## src/rtl/rctune_pkg.sv

```systemverilog
package rctune_pkg;

   typedef enum logic [2:0] {
      PH_IDLE = 3'd0,
      PH_CLR  = 3'd1,
      PH_INT  = 3'd2,
      PH_CMP  = 3'd3,
      PH_DONE = 3'd4
   } tune_ph_e;

   // outputs driven to the analog side for one phase: {ph_int, ph_cmp, sw_clr, sw_run}
   function automatic logic [3:0] phase_drive(tune_ph_e ph);
      case (ph)
         PH_CLR:  phase_drive = 4'b1011;
         PH_INT:  phase_drive = 4'b1001;
         PH_CMP:  phase_drive = 4'b0100;
         default: phase_drive = 4'b0011;
      endcase
   endfunction

endpackage

```

## src/rtl/rctune_seq.sv

```systemverilog
module rctune_seq
   import rctune_pkg::*;
#(
   parameter int INT_CYC = 16,
   parameter int RST_CYC = 2
) (
   input  logic     clk,
   input  logic     rst_n,
   input  logic     restart,
   input  logic     conv,
   output tune_ph_e ph,
   output logic     decide
);
   localparam int LMAX  = (INT_CYC > RST_CYC) ? INT_CYC : RST_CYC;
   localparam int CNT_W = $clog2(LMAX + 1);
   localparam logic [CNT_W-1:0] CLR_LAST = CNT_W'(RST_CYC - 1);
   localparam logic [CNT_W-1:0] INT_LAST = CNT_W'(INT_CYC - 1);

   logic [CNT_W-1:0] cnt;

   always_ff @(posedge clk) begin
      if (!rst_n) begin
         ph  <= PH_IDLE;
         cnt <= '0;
      end else if (restart) begin
         ph  <= PH_CLR;
         cnt <= '0;
      end else begin
         case (ph)
            PH_CLR: begin
               if (cnt == CLR_LAST) begin
                  ph  <= PH_INT;
                  cnt <= '0;
               end else begin
                  cnt <= cnt + 1'b1;
               end
            end
            PH_INT: begin
               if (cnt == INT_LAST) begin
                  ph  <= PH_CMP;
                  cnt <= '0;
               end else begin
                  cnt <= cnt + 1'b1;
               end
            end
            PH_CMP: begin
               ph  <= conv ? PH_DONE : PH_CLR;
               cnt <= '0;
            end
            default: cnt <= '0;
         endcase
      end
   end

   assign decide = (ph == PH_CMP) && !restart;

endmodule

```

## src/rtl/rctune_code.sv

```systemverilog
module rctune_code #(
   parameter int CODE_W  = 6,
   parameter int ALT_LIM = 4
) (
   input  logic              clk,
   input  logic              rst_n,
   input  logic              restart,
   input  logic              decide,
   input  logic              up,
   output logic [CODE_W-1:0] code,
   output logic              conv
);
   localparam int ALT_W = $clog2(ALT_LIM + 1);
   localparam logic [CODE_W-1:0] MAXC = '1;
   localparam logic [CODE_W-1:0] MIDC = CODE_W'(1) << (CODE_W - 1);
   localparam logic [ALT_W-1:0]  ALT_LAST = ALT_W'(ALT_LIM - 1);

   logic             have_dir;
   logic             last_up;
   logic [ALT_W-1:0] alt_cnt;
   logic             flip;

   assign flip = have_dir && (last_up != up);
   assign conv = decide && flip && (alt_cnt == ALT_LAST);

   always_ff @(posedge clk) begin
      if (!rst_n || restart) begin
         code     <= MIDC;
         have_dir <= 1'b0;
         last_up  <= 1'b0;
         alt_cnt  <= '0;
      end else if (decide) begin
         if (up) begin
            if (code != MAXC) code <= code + 1'b1;
         end else begin
            if (code != '0) code <= code - 1'b1;
         end
         have_dir <= 1'b1;
         last_up  <= up;
         if (flip) alt_cnt <= alt_cnt + 1'b1;
      end
   end

endmodule

```

## src/rtl/rctune_band.sv

```systemverilog
module rctune_band #(
   parameter int BANDS  = 4,
   parameter int BSEL_W = 2
) (
   input  logic              clk,
   input  logic              rst_n,
   input  logic [BSEL_W-1:0] band_sel,
   output logic              chg,
   output logic [BANDS-1:0]  rsel
);
   logic [BSEL_W-1:0] cur;

   assign chg = (band_sel != cur);

   always_ff @(posedge clk) begin
      if (!rst_n)   cur <= '0;
      else if (chg) cur <= band_sel;
   end

   for (genvar i = 0; i < BANDS; i++) begin : g_leg
      assign rsel[i] = (cur == BSEL_W'(i));
   end

endmodule

```

## src/rtl/rctune_ctrl.sv

```systemverilog
module rctune_ctrl
   import rctune_pkg::*;
#(
   parameter int CODE_W  = 6,
   parameter int BANDS   = 4,
   parameter int BSEL_W  = $clog2(BANDS),
   parameter int INT_CYC = 16,
   parameter int RST_CYC = 2,
   parameter int ALT_LIM = 4
) (
   input  logic              clk,
   input  logic              rst_n,
   input  logic              start,
   input  logic [BSEL_W-1:0] band_sel,
   input  logic              cmp_hi,
   output logic [CODE_W-1:0] ccode,
   output logic [BANDS-1:0]  rsel,
   output logic              ph_int,
   output logic              ph_cmp,
   output logic              sw_clr,
   output logic              sw_run,
   output logic              done
);
   if (CODE_W < 2) begin : g_bad_code
      $error("CODE_W must be at least 2");
   end
   if (BANDS < 2 || BANDS != (1 << BSEL_W)) begin : g_bad_bands
      $error("BANDS must be a power of two of at least 2");
   end
   if (INT_CYC < 1 || RST_CYC < 1) begin : g_bad_len
      $error("phase lengths must be at least one cycle");
   end
   if (ALT_LIM < 1) begin : g_bad_alt
      $error("ALT_LIM must be at least 1");
   end

   tune_ph_e ph;
   logic     decide;
   logic     conv;
   logic     chg;
   logic     restart;

   assign restart = start || chg;

   rctune_band #(.BANDS(BANDS), .BSEL_W(BSEL_W)) u_band (
      .clk(clk), .rst_n(rst_n), .band_sel(band_sel), .chg(chg), .rsel(rsel)
   );

   rctune_seq #(.INT_CYC(INT_CYC), .RST_CYC(RST_CYC)) u_seq (
      .clk(clk), .rst_n(rst_n), .restart(restart), .conv(conv),
      .ph(ph), .decide(decide)
   );

   rctune_code #(.CODE_W(CODE_W), .ALT_LIM(ALT_LIM)) u_code (
      .clk(clk), .rst_n(rst_n), .restart(restart), .decide(decide),
      .up(cmp_hi), .code(ccode), .conv(conv)
   );

   always_comb begin
      {ph_int, ph_cmp, sw_clr, sw_run} = phase_drive(ph);
      done = (ph == PH_DONE);
   end

endmodule

```

## config.mk

```make
export PLATFORM = sky130hd
export DESIGN_NAME = rctune_ctrl
export DESIGN_NICKNAME = d
export VERILOG_FILES = /design/src/rtl/rctune_pkg.sv /design/src/rtl/rctune_seq.sv /design/src/rtl/rctune_code.sv /design/src/rtl/rctune_band.sv /design/src/rtl/rctune_ctrl.sv
export SDC_FILE = /design/constraint.sdc
export NUM_CORES = 1
export LEC_CHECK = 0
export ABC_AREA = 1
export BUFFER_PORTS_ARGS = -buffer_cell sky130_fd_sc_hd__buf_4
export CORE_MARGIN = 1
export CORE_UTILIZATION = 39
export CTS_BUF_LIST = sky130_fd_sc_hd__clkbuf_16
export DETAILED_ROUTE_END_ITERATION = 8
export PLACE_DENSITY_LB_ADDON = 0.2
export RECOVER_POWER = 100
export SKIP_CTS_REPAIR_TIMING = 1
export SLEW_MARGIN = 20
export SYNTH_ARGS = -nofsm -noshare
export SYNTH_HDL_FRONTEND = slang
export SYNTH_SLANG_ARGS = --single-unit
```

## constraint.sdc

```tcl
create_clock -name clk -period 2.9 [get_ports clk]
set_input_delay 0.29 -clock clk [delete_from_list [all_inputs] [get_ports clk]]
set_output_delay 0.29 -clock clk [all_outputs]
set_load 0.05 [all_outputs]
```

## Yosys cells after proc, flatten, opt, wreduce, memory -nomap -nowiden

Index checks and enable logic that the tools add are counted.
Widths: inputs -> output; s select.

- Flip-flop bits (word level): 21
- Bits in latches: 0
- RAM bits: 0
- Bits in read-only memories: 0
- Bits of input ports: 6
- Logic and storage cells: 61
- Memories: 0

- Add/sub/neg operators: 4
- Multipliers: 0
- Div/mod/pow operators: 0
- Magnitude comparators: 0
- Equality and inequality tests: 18
- Shift operators: 0
- Multiplexer cells: 12
- Bitwise operators: 1
- Reduce and logical (&&, ||, !) cells: 18

Operators with widths:

| cell | count |
|---|---|
| $mux 6 | 3 |
| $pmux 4 s3 | 1 |
| $mux 5 | 2 |
| $pmux 5 s2 | 1 |
| $eq 3x2->1 const B | 3 |
| $mux 3 | 3 |
| $pmux 3 s3 | 1 |
| $reduce_and 3->1 | 3 |
| $add 6x1->6 const B | 1 |
| $ne 2x1->1 const B | 3 |
| $ne 3x1->1 const B | 2 |
| $ne 6x6->1 const B | 1 |
| $reduce_bool 6->1 | 1 |
| $sub 6x1->6 const B | 1 |
| $add 5x1->5 const B | 1 |
| $eq 5x1->1 const B | 1 |
| $eq 5x4->1 const B | 1 |
| $eq 2x2->1 const B | 2 |
| $logic_and 1x1->1 | 4 |
| $reduce_bool 4->1 | 1 |
| $add 3x1->3 const B | 1 |
| $eq 3x1->1 const B | 1 |
| $eq 3x3->1 const B | 1 |
| $reduce_bool 3->1 | 1 |
| 11 further kinds | 13 |

## Longest topological paths before layout

- Depth in word-level cells: 9
- Mapped depth: 12

## By module

From an unflattened synthesis, not the netlist that was laid out.

- Cells, all modules: 214
- Area total of the unflattened synthesis: 1373.8 sq um

By module, submodules not included:

| module | instances | cells each | area an instance (sq um) |
|---|---|---|---|
| rctune_code | 1 | 118 | 748.2 |
| rctune_seq | 1 | 66 | 464.2 |
| rctune_band | 1 | 19 | 108.9 |
| rctune_ctrl | 1 | 11 | 52.6 |

## Worst setup path before layout

No wires, ideal clock.

- Path kind: register to register
- Start point: register u_code.code[0]
- End point: register u_code.code[4]
- Data arrival time: 1.747 ns
- Required time: 2.787 ns
- Slack: 1.040 ns
- Stages on the path, launching flop included: 10
- Buffers on the path: 0
- Path through: dfxtp_1 > inv_1 > fa_1 > nand3b_1 > nand2_1 > nand2_1 > nand2_1 > nand3_1 > nand2_1 > nor2_1

- Word-level cells in the longest chain between the ends: 3

Ends and longest elaborated chain:

| element | line | RTL |
|---|---|---|
| from (decl) | rctune_code.sv:10 | `output logic [CODE_W-1:0] code,` |
| from (signal assigned) | rctune_code.sv:34 | `if (code != MAXC) code <= code + 1'b1;` |
| from (signal assigned) | rctune_code.sv:36 | `if (code != '0) code <= code - 1'b1;` |
| $sub 6x1->6, or another cell as far along | rctune_code.sv:36 |  |
| $mux 6, or another cell as far along | rctune_code.sv:36 |  |
| $mux 6 or $reduce_and 3->1 (tied branches) | - |  |

Parallel ways exist; a longest one is shown, timed or not. The select of a mux whose other input is x is not followed.
A chain may end at the register's enable or synchronous reset.

## Worst setup path in the final report

- Start point: register u_band.cur[0]
- End point: register u_seq.cnt[0]

- Word-level cells in the longest chain between the ends: 3

Ends and longest elaborated chain:

| element | line | RTL |
|---|---|---|
| from (decl) | rctune_band.sv:11 | `logic [BSEL_W-1:0] cur;` |
| from (signal assigned) | rctune_band.sv:17 | `else if (chg) cur <= band_sel;` |
| $ne 2x2->1 | rctune_band.sv:13 | `assign chg = (band_sel != cur);` |
| $logic_or 1x1->1 | rctune_ctrl.sv:43 | `assign restart = start \|\| chg;` |
| $reduce_or 2->1 (no source line) | - |  |
| to (signal assigned) | rctune_seq.sv:35 | `cnt <= cnt + 1'b1;` |
| to (signal assigned) | rctune_seq.sv:43 | `cnt <= cnt + 1'b1;` |
| to (decl) | rctune_seq.sv:19 | `logic [CNT_W-1:0] cnt;` |

Every way passes these cells.

==> qor.csv <==
stage,metric,value,unit
drt,Via-to-Cell Ratio,4.46,
floorplanning,Die Wd,60.5,um
timing,Tightest Pin Transition,0.938,ns
setup_path,crit path kind,flop to flop,
setup_path,Crit Reg-Reg Startpoint,u_band.cur[0],
setup_path,crit path buf inv count,1,
finish,"most common cell after layout, fill and taps aside",nand2_1,
worst_hold_path,hold path start,band_sel[0],
drt,DR pass1 iterations,4,
timing,Slew Limit Fails,0,
yosys,cells after synthesis,194,
grt,total track usage,14.2,%
setup_path,"delay-heaviest family, CP",simple AND/OR/NAND/NOR gates,
yosys,Yosys Warn Count,0,
finish,most frequent cells in the layout,"nand2_1 (44), nor2_1 (34), inv_1 (30)",
drt,ANT nets after route,0,
timing,Worst slew margin,37.3,%
setup_path,reg2reg path depth,8,
cts,Worst-Skew Late Latency,0.25,ns
timing,Fin. Hold Viols,0,
cts,CTS Buf Count,3,
finish,"Area growth, synth to finish",13.0,%
timing,Worst Slack Setup Final,0.864,ns
placed_design,Setup WS pre-CTS,1.24,ns
power,Lkg Pwr,0.000714,uW
setup_path,CP max stage delay,0.71,ns
timing,fin crit period,2.04,ns
power,Pwr Total,643,uW
grt,via count of the first global-routing pass,917,
setup_path,Worst Setup End Kind,flop,
placed_design,Port Buf Inserts,20,
setup_path,Critical Path Stages,8,
worst_hold_path,hold depth,3,
run_status,status,"complete, no violations",
timing,skew final,0.00346,ns
yosys,register area share after synthesis,31.5,%
placed_design,DP HPWL,1890,um
yosys,Synth top area share,31.5,%
grt,largest net degree at the start of global routing,14,
cts,CTS tree,yes,
cts,Sink Count,21,
floorplanning,Initial Util,42.3,%
finish,nets@finish,235,
yosys,synthesized cell area,0.00133,mm2
run,max cap viols,0,
timing,Hold WS,0.243,ns
setup_path,R2R Path End,u_seq.cnt[0],
yosys,Unique masters post-synth,24,
yosys,Synth Net Count,211,
drt,routed wire length,2410,um
floorplanning,core area,0.00315,mm2
timing,FMAX,491,MHz
yosys,Synth Register Bits,21,
setup_path,crit path DAT,2.22,ns
yosys,"area leader, netlist",dfxtp_1,
finish,# diodes,0,
cts,htree depth,1,
grt,GRT Residual Overflow,0,
power,maximum vdd ir drop,0.000322,V
drt,Post-route DRC,0,
grt,first-pass GRT wire length,3930,um
cts,root buffer cell,clkbuf_16,
setup_path,critical path's slowest cell,nor2_1,
grt,initial antenna violation count,0,
timing,"Setup violations, final",0,
finish,share of cells above drive strength 1,10.1,%
drt,initial DRC count,50,
cts,Clock transition at path regs,0.06,ns
setup_path,Startpoint Class,flop,
worst_hold_path,end of the worst hold path,u_band.cur[0],
drt,Routed WL per cell,9.24,um
setup_path,Worst Path Required,3.08,ns
floorplanning,FP Rows,20,
floorplanning,die height,60.5,um
drt,vias,1163,
setup_path,R2R setup slack,0.86,ns
worst_hold_path,Worst Hold Class,input port to flop,
timing,Final period util,70.2,%
yosys,largest cells by area after synthesis,"dfxtp_1 (32%), nand2_1 (12%), ha_1 (9.4%), nor2_1 (8.7%), inv_1 (8.2%)",
floorplanning,Die ar.,0.00366,mm2
timing,setup TNS,0,ns
yosys,Syn Area/Cell,6.88,um2
placed_design,DP Cell Count,257,
floorplanning,Ports,21,
finish,Non-Filler Instances,261,
placed_design,RePlAce Congestion,0.862,
setup_path,CP cell instances,"clkinv_1, nand2_1, nand2_1, nor2_1, nand2_1, nor2_1, nand3_1, nor2_1",
power,Pwr Density,426,mW/mm2
cts,Clock Tree Buf Depth,2,
timing,RSZ-0062 raised after global routing,false,
setup_path,"Max FO, Critical Path",13,
-- sequential cells by signal (all words and copies together), names as in the netlist --
| register | count |
|---|---|
| u_seq.ph | 3 |
| u_seq.cnt | 5 |
| u_code.have_dir | 1 |
| u_code.code | 6 |
| u_code.last_up | 1 |
| u_code.alt_cnt | 3 |
| u_band.cur | 2 |
-- worst register-to-register path, cell delays in order (launching register included) --
cell and delay [ns]:
dfxtp_1 0.39, clkinv_1 0.10, nand2_1 0.06, nand2_1 0.06, nor2_1 0.10, nand2_1 0.07, nor2_1 0.71, nand3_1 0.31
nor2_1 0.16
-- metrics by stage --
| step | util [%] | area (um2) |
|---|---|---|
| after floorplan | - | 1330 |
| after global placement | 48.5 | 1530 |
| after detailed placement | 48.5 | 1530 |
| after CTS | 51.0 | 1610 |
| after global routing | 47.8 | 1510 |
| final | 47.8 | 1510 |
-- per-layer routing --
metal | global-route usage, % | up-vias | wire length (um)
li1 | - | 651 | -
met1 | 19.8 | 497 | 1280
met2 | 21.7 | 13 | 1030
met3 | 4.48 | 2 | 83
met4 | 2.92 | 0 | 19
met5 | 0 | - | 0
-- logic make-up (layout without fill, tap and decap cells) --
kind of cell               count (synthesis)  count (layout)  synth area share [%]
DFF                                       21              21                  31.5
xor gates and xnor gates                   4               4                  2.63
buffers and inverters                     36              59                  11.3
AOI/OAI and AO/OA                         13              13                  5.72
and+or+nand+nor                          109             109                  38.0
adders and majority gates                 11              11                  10.9
-- worst max-delay path by stage --
stage                        start        endpoint  slack (ns)
floorplan           u_code.code[0]  u_code.code[4]        1.04
global placement            cmp_hi  u_code.code[5]        1.26
detailed placement          cmp_hi  u_code.code[5]        1.24
CTS                    u_seq.ph[1]          ph_int        1.30
global route         u_band.cur[0]    u_seq.cnt[2]        0.60
finish               u_band.cur[0]    u_seq.cnt[0]        0.86
-- final cells by class --
class	count	area, um2
inverter	35	134
clock inverter	1	3.75
clock buffer	3	75.1
sequential	21	420
multi-input combinational	137	722
timing repair buffer	20	97.6
fill	350	1650
tap	44	55.1
-- cells in the mapped netlist --
cell      number
clkinv_4       1
xnor2_1        2
nand3b_1       4
nor2_4         3
inv_1         29
nand4_1        2
nand3_1       17
nor2_2         4
nor3_1         1
nand2_1       42
inv_2          4
ha_1          10
dfxtp_1       21
fa_1           1
inv_4          1
nand2_4        2
nand2_2        3
xor2_1         2
a21oi_2        1
a21oi_1        7
o21ai_0        4
buf_6          1
o22ai_2        1
nor2_1        31
-- power breakdown --
part           internal (uW)  switching [uW]  total (uW)
registers                292            4.29         296
logic                   19.7            45.2        64.9
clock network            183            98.3         282
Power figures use the tool's default switching activity.
